`src/rtl/ipi_issuer_pkg.sv`:
```
package ipi_issuer_pkg;
  localparam int REG_W    = 32;
  localparam int MSG_W    = 64;
  localparam int DEST_W   = 8;
  localparam int VEC_W    = 8;
  localparam int TYPE_W   = 3;
  localparam int SH_W     = 2;
  localparam int TYPE_LSB = 8;
  localparam int DM_BIT   = 11;
  localparam int STAT_BIT = 12;
  localparam int LVL_BIT  = 14;
  localparam int TRIG_BIT = 15;
  localparam int SH_LSB   = 18;
  localparam int ERR_BIT  = 31;
  localparam int DEST_LSB = REG_W - DEST_W;
  localparam logic SEL_LOW  = 1'b0;
  localparam logic SEL_HIGH = 1'b1;

  typedef enum logic [SH_W-1:0] {
    SH_NONE   = 2'b00,
    SH_SELF   = 2'b01,
    SH_ALL    = 2'b10,
    SH_OTHERS = 2'b11
  } shorthand_e;

  typedef enum logic [TYPE_W-1:0] {
    T_FIXED  = 3'b000,
    T_LOWPRI = 3'b001,
    T_SMI    = 3'b010,
    T_RSVD   = 3'b011,
    T_NMI    = 3'b100,
    T_INIT   = 3'b101,
    T_START  = 3'b110,
    T_SPARE  = 3'b111
  } msg_type_e;

  typedef struct packed {
    shorthand_e             sh;
    logic                   trig;
    logic                   lvl;
    logic                   dm;
    msg_type_e              mtype;
    logic [VEC_W-1:0]       vec;
  } low_fields_t;

  typedef struct packed {
    logic loadDest;
    logic loadLow;
    logic launch;
  } ctrl_strobes_t;
endpackage

```
`src/rtl/ipi_issuer_ctrl.sv`:
```
module ipi_issuer_ctrl
  import ipi_issuer_pkg::*;
(
  input  logic             clk,
  input  logic             rstN,
  input  logic             regWrEn,
  input  logic             regSel,
  input  logic [REG_W-1:0] regWrData,
  input  logic             msgReady,
  output ctrl_strobes_t    strobes,
  output logic             msgValid,
  output logic             loopValid,
  output logic             pending,
  output logic             errFlag
);
  logic       lowWr;
  shorthand_e wrSh;
  msg_type_e  wrType;
  logic       toExt;
  logic       toLoop;

  assign wrSh    = shorthand_e'(regWrData[SH_LSB +: SH_W]);
  assign wrType  = msg_type_e'(regWrData[TYPE_LSB +: TYPE_W]);
  assign lowWr   = regWrEn && (regSel == SEL_LOW);
  assign pending = msgValid | loopValid;
  assign toExt   = (wrSh != SH_SELF);
  assign toLoop  = (wrSh == SH_SELF) || (wrSh == SH_ALL);

  always_comb begin
    strobes          = '0;
    strobes.loadDest = regWrEn && (regSel == SEL_HIGH);
    strobes.loadLow  = lowWr && !pending;
    strobes.launch   = lowWr && !pending && (wrType != T_RSVD);
  end

  always_ff @(posedge clk or negedge rstN) begin
    if (!rstN) begin
      msgValid  <= 1'b0;
      loopValid <= 1'b0;
      errFlag   <= 1'b0;
    end else begin
      loopValid <= strobes.launch && toLoop;
      if (strobes.launch && toExt) msgValid <= 1'b1;
      else if (msgValid && msgReady) msgValid <= 1'b0;
      if (lowWr && pending) errFlag <= 1'b1;
    end
  end

  assert_hold_R9: assert property (@(posedge clk) disable iff (!rstN)
    msgValid && !msgReady |=> msgValid);
  assert_err_sticky_R10: assert property (@(posedge clk) disable iff (!rstN)
    errFlag |=> errFlag);
  assert_loop_pulse_R5: assert property (@(posedge clk) disable iff (!rstN)
    loopValid |=> !loopValid);
  assert_start_R3: assert property (@(posedge clk) disable iff (!rstN)
    $rose(msgValid) |-> $past(regWrEn && regSel == SEL_LOW));
endmodule

```
`src/rtl/ipi_issuer_datapath.sv`:
```
module ipi_issuer_datapath
  import ipi_issuer_pkg::*;
#(
  parameter logic [DEST_W-1:0] BCAST_DEST = '1
) (
  input  logic             clk,
  input  logic             rstN,
  input  ctrl_strobes_t    strobes,
  input  logic [REG_W-1:0] regWrData,
  input  logic             regSel,
  input  logic             pending,
  input  logic             errFlag,
  input  logic             msgValid,
  input  logic             msgReady,
  output logic [REG_W-1:0] regRdData,
  output logic [MSG_W-1:0] msgData
);
  localparam int GAP_W = MSG_W - DEST_W - SH_LSB - SH_W;

  logic [DEST_W-1:0] destQ;
  low_fields_t       lowQ;
  low_fields_t       wrFields;
  logic [MSG_W-1:0]  msgQ;
  logic [DEST_W-1:0] effDest;
  logic              effDm;
  logic [VEC_W-1:0]  effVec;

  always_comb begin
    wrFields.sh    = shorthand_e'(regWrData[SH_LSB +: SH_W]);
    wrFields.trig  = regWrData[TRIG_BIT];
    wrFields.lvl   = regWrData[LVL_BIT];
    wrFields.dm    = regWrData[DM_BIT];
    wrFields.mtype = msg_type_e'(regWrData[TYPE_LSB +: TYPE_W]);
    wrFields.vec   = regWrData[VEC_W-1:0];
  end

  always_comb begin
    effDest = destQ;
    effDm   = wrFields.dm;
    effVec  = wrFields.vec;
    if (wrFields.sh == SH_ALL || wrFields.sh == SH_OTHERS) effDest = BCAST_DEST;
    if (wrFields.sh == SH_OTHERS) effDm = 1'b0;
    if (wrFields.mtype == T_NMI) effVec = '0;
  end

  always_ff @(posedge clk or negedge rstN) begin
    if (!rstN) begin
      destQ <= '0;
      lowQ  <= '0;
      msgQ  <= '0;
    end else begin
      if (strobes.loadDest) destQ <= regWrData[DEST_LSB +: DEST_W];
      if (strobes.loadLow)  lowQ  <= wrFields;
      if (strobes.launch)
        msgQ <= {effDest, {GAP_W{1'b0}}, wrFields.sh, 2'b00, wrFields.trig,
                 wrFields.lvl, 2'b00, effDm, wrFields.mtype, effVec};
    end
  end

  always_comb begin
    regRdData = '0;
    if (regSel == SEL_HIGH) begin
      regRdData[DEST_LSB +: DEST_W] = destQ;
    end else begin
      regRdData[ERR_BIT]               = errFlag;
      regRdData[SH_LSB +: SH_W]        = lowQ.sh;
      regRdData[TRIG_BIT]              = lowQ.trig;
      regRdData[LVL_BIT]               = lowQ.lvl;
      regRdData[STAT_BIT]              = pending;
      regRdData[DM_BIT]                = lowQ.dm;
      regRdData[TYPE_LSB +: TYPE_W]    = lowQ.mtype;
      regRdData[VEC_W-1:0]             = lowQ.vec;
    end
  end

  assign msgData = msgQ;

  assert_stable_R9: assert property (@(posedge clk) disable iff (!rstN)
    msgValid && !msgReady |=> $stable(msgData));
  assert_bcast_dest_R6: assert property (@(posedge clk) disable iff (!rstN)
    msgValid && msgData[SH_LSB+1] |-> msgData[MSG_W-1 -: DEST_W] == BCAST_DEST);
  assert_others_phys_R7: assert property (@(posedge clk) disable iff (!rstN)
    msgValid && msgData[SH_LSB +: SH_W] == SH_OTHERS |-> !msgData[DM_BIT]);
  assert_nmi_vec_R12: assert property (@(posedge clk) disable iff (!rstN)
    msgValid && msgData[TYPE_LSB +: TYPE_W] == T_NMI |-> msgData[VEC_W-1:0] == '0);
endmodule

```
`src/rtl/ipi_cmd_issuer.sv`:
```
module ipi_cmd_issuer
  import ipi_issuer_pkg::*;
#(
  parameter logic [DEST_W-1:0] BCAST_DEST = '1
) (
  input  logic             clk,
  input  logic             rstN,
  input  logic             regWrEn,
  input  logic             regSel,
  input  logic [REG_W-1:0] regWrData,
  output logic [REG_W-1:0] regRdData,
  output logic             msgValid,
  input  logic             msgReady,
  output logic [MSG_W-1:0] msgData,
  output logic             loopValid,
  output logic [MSG_W-1:0] loopData
);
  ctrl_strobes_t strobes;
  logic          pending;
  logic          errFlag;

  ipi_issuer_ctrl u_ctrl (
    .clk(clk), .rstN(rstN), .regWrEn(regWrEn), .regSel(regSel),
    .regWrData(regWrData), .msgReady(msgReady), .strobes(strobes),
    .msgValid(msgValid), .loopValid(loopValid), .pending(pending),
    .errFlag(errFlag)
  );

  ipi_issuer_datapath #(.BCAST_DEST(BCAST_DEST)) u_dp (
    .clk(clk), .rstN(rstN), .strobes(strobes), .regWrData(regWrData),
    .regSel(regSel), .pending(pending), .errFlag(errFlag),
    .msgValid(msgValid), .msgReady(msgReady), .regRdData(regRdData),
    .msgData(msgData)
  );

  assign loopData = msgData;

  assert_idle_status_R8: assert property (@(posedge clk) disable iff (!rstN)
    msgValid && msgReady && !loopValid |=> !regRdData[STAT_BIT] || regSel);
endmodule

```
`config.mk`:
```
export PLATFORM = sky130hd
export DESIGN_NAME = ipi_cmd_issuer
export DESIGN_NICKNAME = d
export VERILOG_FILES = /design/src/rtl/ipi_issuer_pkg.sv /design/src/rtl/ipi_issuer_ctrl.sv /design/src/rtl/ipi_issuer_datapath.sv /design/src/rtl/ipi_cmd_issuer.sv
export SDC_FILE = /design/constraint.sdc
export NUM_CORES = 1
export LEC_CHECK = 0
export ABC_AREA = 1
export CORE_ASPECT_RATIO = 1.75
export CORE_MARGIN = 4
export CORE_UTILIZATION = 41
export CTS_BUF_LIST = sky130_fd_sc_hd__clkbuf_2 sky130_fd_sc_hd__clkbuf_4 sky130_fd_sc_hd__clkbuf_8
export DETAILED_ROUTE_END_ITERATION = 10
export HOLD_SLACK_MARGIN = 0.06
export PLACE_DENSITY_LB_ADDON = 0.05
export RECOVER_POWER = 100
export SYNTH_ARGS = -nofsm -noshare
export SYNTH_HDL_FRONTEND = slang
export SYNTH_SLANG_ARGS = --single-unit
export TNS_END_PERCENT = 100
```
`constraint.sdc`:
```
create_clock -name clk -period 1.9 [get_ports clk]
set_clock_uncertainty 0.1 [all_clocks]
set_input_delay 0.19 -clock clk [delete_from_list [all_inputs] [get_ports clk]]
set_output_delay 0.19 -clock clk [all_outputs]
set_load 0.05 [all_outputs]
```
# Word-level counts from Yosys, hierarchy flattened
# Index checks and enable logic that the tools add are counted.
# word_totals
regBits,51
latchBits,0
ramBits,0
rom_bits,0
output_inout_bits,162
elab_cells,41
memories,0
# classes
add_sub_neg,0
multipliers,0
div,0
n_lt_le_gt_ge,0
eq_ne,6
shift,0
mux,10
n_bitwise,2
n_reduce_logical,12
# ops
cell,n
2-to-1 mux 8 bit,2
2-to-1 mux 13 bit,1
logical AND 1 bit,8
2-to-1 mux 7 bit,1
"equality test 2 bit, second input constant",2
2-to-1 mux 1 bit,4
2-to-1 mux 2 bit,2
"equality test 3 bit, second input constant",1
"inequality test 3 x 2 -> 1 bit, second input constant",1
"equality test 2 x 1 -> 1 bit, second input constant",1
logical OR 1 bit,2
"inequality test 2 x 1 -> 1 bit, second input constant",1
nonzero test 2 bit,1
zero test 1 bit,1
inverter 1 bit,1
bitwise OR 1 bit,1

# Depth between registers and ports, before layout
# depth
depth_word,6
depth_mapped,6
ltp_nobuf,6

# Cells and area by module
# A second synthesis with hierarchy kept.
# unflattened
hier_cells,384
hier_area_um2,3113.0
# by_module_without_submodules
mod,instances,cells_each,area_each_um2,seq_area_each_um2
ipi_issuer_datapath,1,297,2439.8,1201.2
ipi_cmd_issuer,1,64,480.5,0.0
ipi_issuer_ctrl,1,23,192.7,75.1

# Least setup slack after synthesis
# No wires, ideal clock.
# synth_timing
path_type,register to output
startpoint,register u_ctrl.loopValid
endpoint,output regRdData[12]
arrival_time_ns,1.437
required_time_ns,1.610
setup_slack_ns,0.173
stages_incl_launch_ff,3
n_path_buf,0
cell_sequence,dfrtp_1 -> nor2_4 -> nor2_1
# synth_between
elab_chain_cells,2
# synth_rtl
item,line,text
"start, declared",ipi_issuer_ctrl.sv:12,"output logic loopValid,"
"start signal, assigned",ipi_issuer_ctrl.sv:42,loopValid <= strobes.launch && toLoop;
bitwise OR 1 bit,ipi_issuer_ctrl.sv:25,assign pending = msgValid | loopValid;
2-to-1 mux 13 bit,ipi_issuer_datapath.sv:62,if (regSel == SEL_HIGH) begin
"end, declared",ipi_cmd_issuer.sv:11,"output logic [REG_W-1:0] regRdData,"
# No other way between the ends.

# Final worst setup path
# layout_timing
startpoint,"register u_dp.msgQ[9], in the netlist u_dp.msgData[9]"
endpoint,output loopData[9]
# layout_lines
item,line,text
"start, declared",ipi_issuer_datapath.sv:23,logic [MSG_W-1:0] msgQ;
"start signal, assigned",ipi_issuer_datapath.sv:55,"msgQ <= {effDest, {GAP_W{1'b0}}, wrFields.sh, 2'b00, wrFields.trig,"
"end, declared",ipi_cmd_issuer.sv:16,output logic [MSG_W-1:0] loopData
# No word-level cell between the ends.

==> impl_metrics.ini <==
[route]
drc_errors = 0
first_iter_violations = 82
first_pass_iters = 4
wirelength_microns = 7470
vias = 2377
drtAntennaViolNets = 0
via_per_inst = 4.17
wire_per_inst_microns = 13.1

[timing]
period_share = 0.963
period_needed_ns = 1.83
finalWorstSetupSlack_ns = 0.0708
tightest_slew_ns = 1.11
fmax_mhz = 547
drv_slew = 0
setup_tns_ns = 0
hold_slack_ns = 0.360
slew_headroom = 0.257
setup_violations = 0
final_hold_viol_count = 0
rsz0062_at_grt = no

[cts]
clock_latency_ns = 0.31
cts_tree = built
cts.sinks = 51
cts_root_buf = clkbuf_8
clockBufferDepth = 2
cts_buffers = 5
clkSlewWorstSetupHoldPaths_ns = 0.09
cts_resized = 0
htree_levels = 2

[global_route]
grt.total_usage = 0.158
grt_max_degree = 34
first_global_vias = 2196
grt_first_pass_wirelength_microns = 11300
antenna_found_initial = 0
grt_overflow_total = 0

[finish]
stdcell_count = 570
final_area_sq_mm = 0.00381
drive_gt1_frac = 0.0934
regArea_sq_mm = 0.00128
multi_input_area_sq_mm = 0.00115
antenna_cells = 0
nets = 521
synthToLayoutAreaGrowth_pct = 18.4
fillers = 799

[floorplan]
row_count = 42
ios = 199
die-width_microns = 75.0
die_area_sq_mm = 0.00940
die_h_microns = 125
core_sq_mm = 0.00762
start_util = 0.423

[yosys]
yosys_warnings = 0
async_reset_ff_frac = 1.00
ys_top_cells_by_area = dfrtp_1 40%, buf_4 26%, nand2_1 11%
yosys_most_used_dff = dfrtp_1
yosysTopAreaCellShare = 0.396
synth_top_cell_by_area = dfrtp_1
seq_area_frac_synth = 0.396
syn-cell-area_sq_mm = 0.00322
syn-mean-instance-area_sq_um = 8.08
postSynthCellCount = 399
ys_types = 21
ys_ff_latch = 51
synth-edff-count = 0

[setup_path]
slowest_delay_ns = 0.83
crit_arrival_ns = 1.54
slowest_stage = clkdlybuf4s50_1
crit_path_end_kind = output pin
crit_family = buffers and inverters
cp_cell_sequence = clkdlybuf4s50_1
cp_max_fo = 3
cp.buffers_inverters = 1
timing.setup.critical_path_class = reg -> out
worstSetupStartpointType = flop
required_ns = 1.61

[run_status]
status = complete, no violations

[placement]
post-place-cells = 561
place_area_sq_mm = 0.00408
dpl.hpwl_microns = 5790
io_buffers = 103
dp_slack_ns = 0.130
gp_congestion = 0.821

[min_path]
hp-class = in -> reg

[pwr]
power_leakage_nw = 2.07
powerDensity_mw_per_mm2 = 1250
peakVddDrop_mv = 0.531

[flow_run]
drv_cap = 0
-- layer usage --
metal  track usage  up-vias  part of all wire
li1              -     1167                 -
met1         0.177     1084              0.35
met2         0.286      117              0.55
met3        0.0193        9             0.080
met4        0.0650        0             0.020
met5             0        -                 0
-- cells by family (layout without fill, tap and decap cells) --
logic type | Yosys count | count (layout) | synth area share
buffers and inverters | 164 | 161 | 0.337
AND/OR/NAND/NOR | 146 | 146 | 0.195
flip-flops | 51 | 51 | 0.396
AO/OA/AOI/OAI | 34 | 34 | 0.0590
adder cells (fa/ha/maj) | 3 | 3 | 0.0116
other | 1 | 87 | 0.00116
-- cell usage in the layout (no fill, tap or decap) --
cell | synthesis | final
buf_12 | 0 | 4
buf_4 | 113 | 5
o21ai_0 | 12 | 17
inv_2 | 1 | 1
dlygate4sd3_1 | 0 | 2
nand3_2 | 1 | 2
inv_1 | 40 | 40
clkinv_2 | 0 | 1
nand2_1 | 94 | 95
clkbuf_1 | 2 | 5
clkbuf_2 | 0 | 22
o21ai_1 | 6 | 1
a21boi_0 | 8 | 8
bufinv_16 | 0 | 1
ha_1 | 3 | 3
nor2_4 | 3 | 2
nor2_1 | 30 | 32
a21oi_1 | 8 | 8
clkdlybuf4s50_1 | 0 | 73
conb_1 | 1 | 87
dfrtp_1 | 51 | 51
buf_6 | 6 | 1
clkbuf_8 | 0 | 6
nand3_1 | 15 | 15
-- final timing paths --
| path | start | cells past startpoint | endpoint | slack [ns] |
|---|---|---|---|---|
| setup / recovery | u_dp.msgData[9] | 1 | loopData[9] | 0.07 |
| min in group asynchronous | rstN | 2 | u_dp.lowQ[4] | 0.50 |
| hold reg to reg | u_ctrl.errFlag | 2 | u_ctrl.errFlag | 0.37 |
| max in group asynchronous | rstN | 3 | u_dp.msgData[9] | 0.31 |
| hold / removal | regWrData[24] | 3 | u_dp.destQ[0] | 0.36 |
| setup reg to reg | u_ctrl.msgValid | 6 | u_dp.msgData[56] | 0.25 |
-- metrics by stage --
stage          total power (W)  utilization
2_1_floorplan          0.00357            -
3_3_place_gp           0.00422        0.535
3_5_place_dp           0.00424        0.535
4_1_cts                0.00505        0.552
5_1_grt                0.00499        0.501
6_report               0.00477        0.501
-- timing repair --
item,CTS,global route
setup buffers,0,0
hold buffers,1,0
endpoints found under the hold margin,18,0
-- cells in the mapped netlist, types with 3 or more instances --
cell type  number
inv_1          40
a21oi_1         8
nand3_1        15
o21ai_1         6
dfrtp_1        51
a21boi_0        8
nor2_4          3
nand2_1        94
buf_4         113
nor2_1         30
ha_1            3
buf_6           6
o21ai_0        12
-- layout make-up --
class,instances,share of cell area
Clock inverter,2,0.00918
Inverter,41,0.0403
Timing Repair Buffer,112,0.264
Multi-Input combinational cell,270,0.301
Clock buffer,6,0.0216
Tap cell,88,0.0289
Sequential cell,51,0.335
-- state kept, by name (all words and copies together) (netlist names) --
register	flops
u_ctrl.errFlag	1
u_ctrl.loopValid	1
u_ctrl.msgValid	1
u_dp.destQ	8
u_dp.lowQ	16
u_dp.msgData	24
-- tightest hold or removal path: cells and delay by family --
kind            cells  cell delay, ns
compound gates      1            0.04
buf+inv             1            0.40
simple gates        1            0.10
-- report_power, final --
part           internal, W  switching [W]
Clock             0.000427       0.000369
Sequential         0.00130       0.000139
Combinational     0.000642        0.00189
No activity file was read; power rests on OpenSTA's default activity.
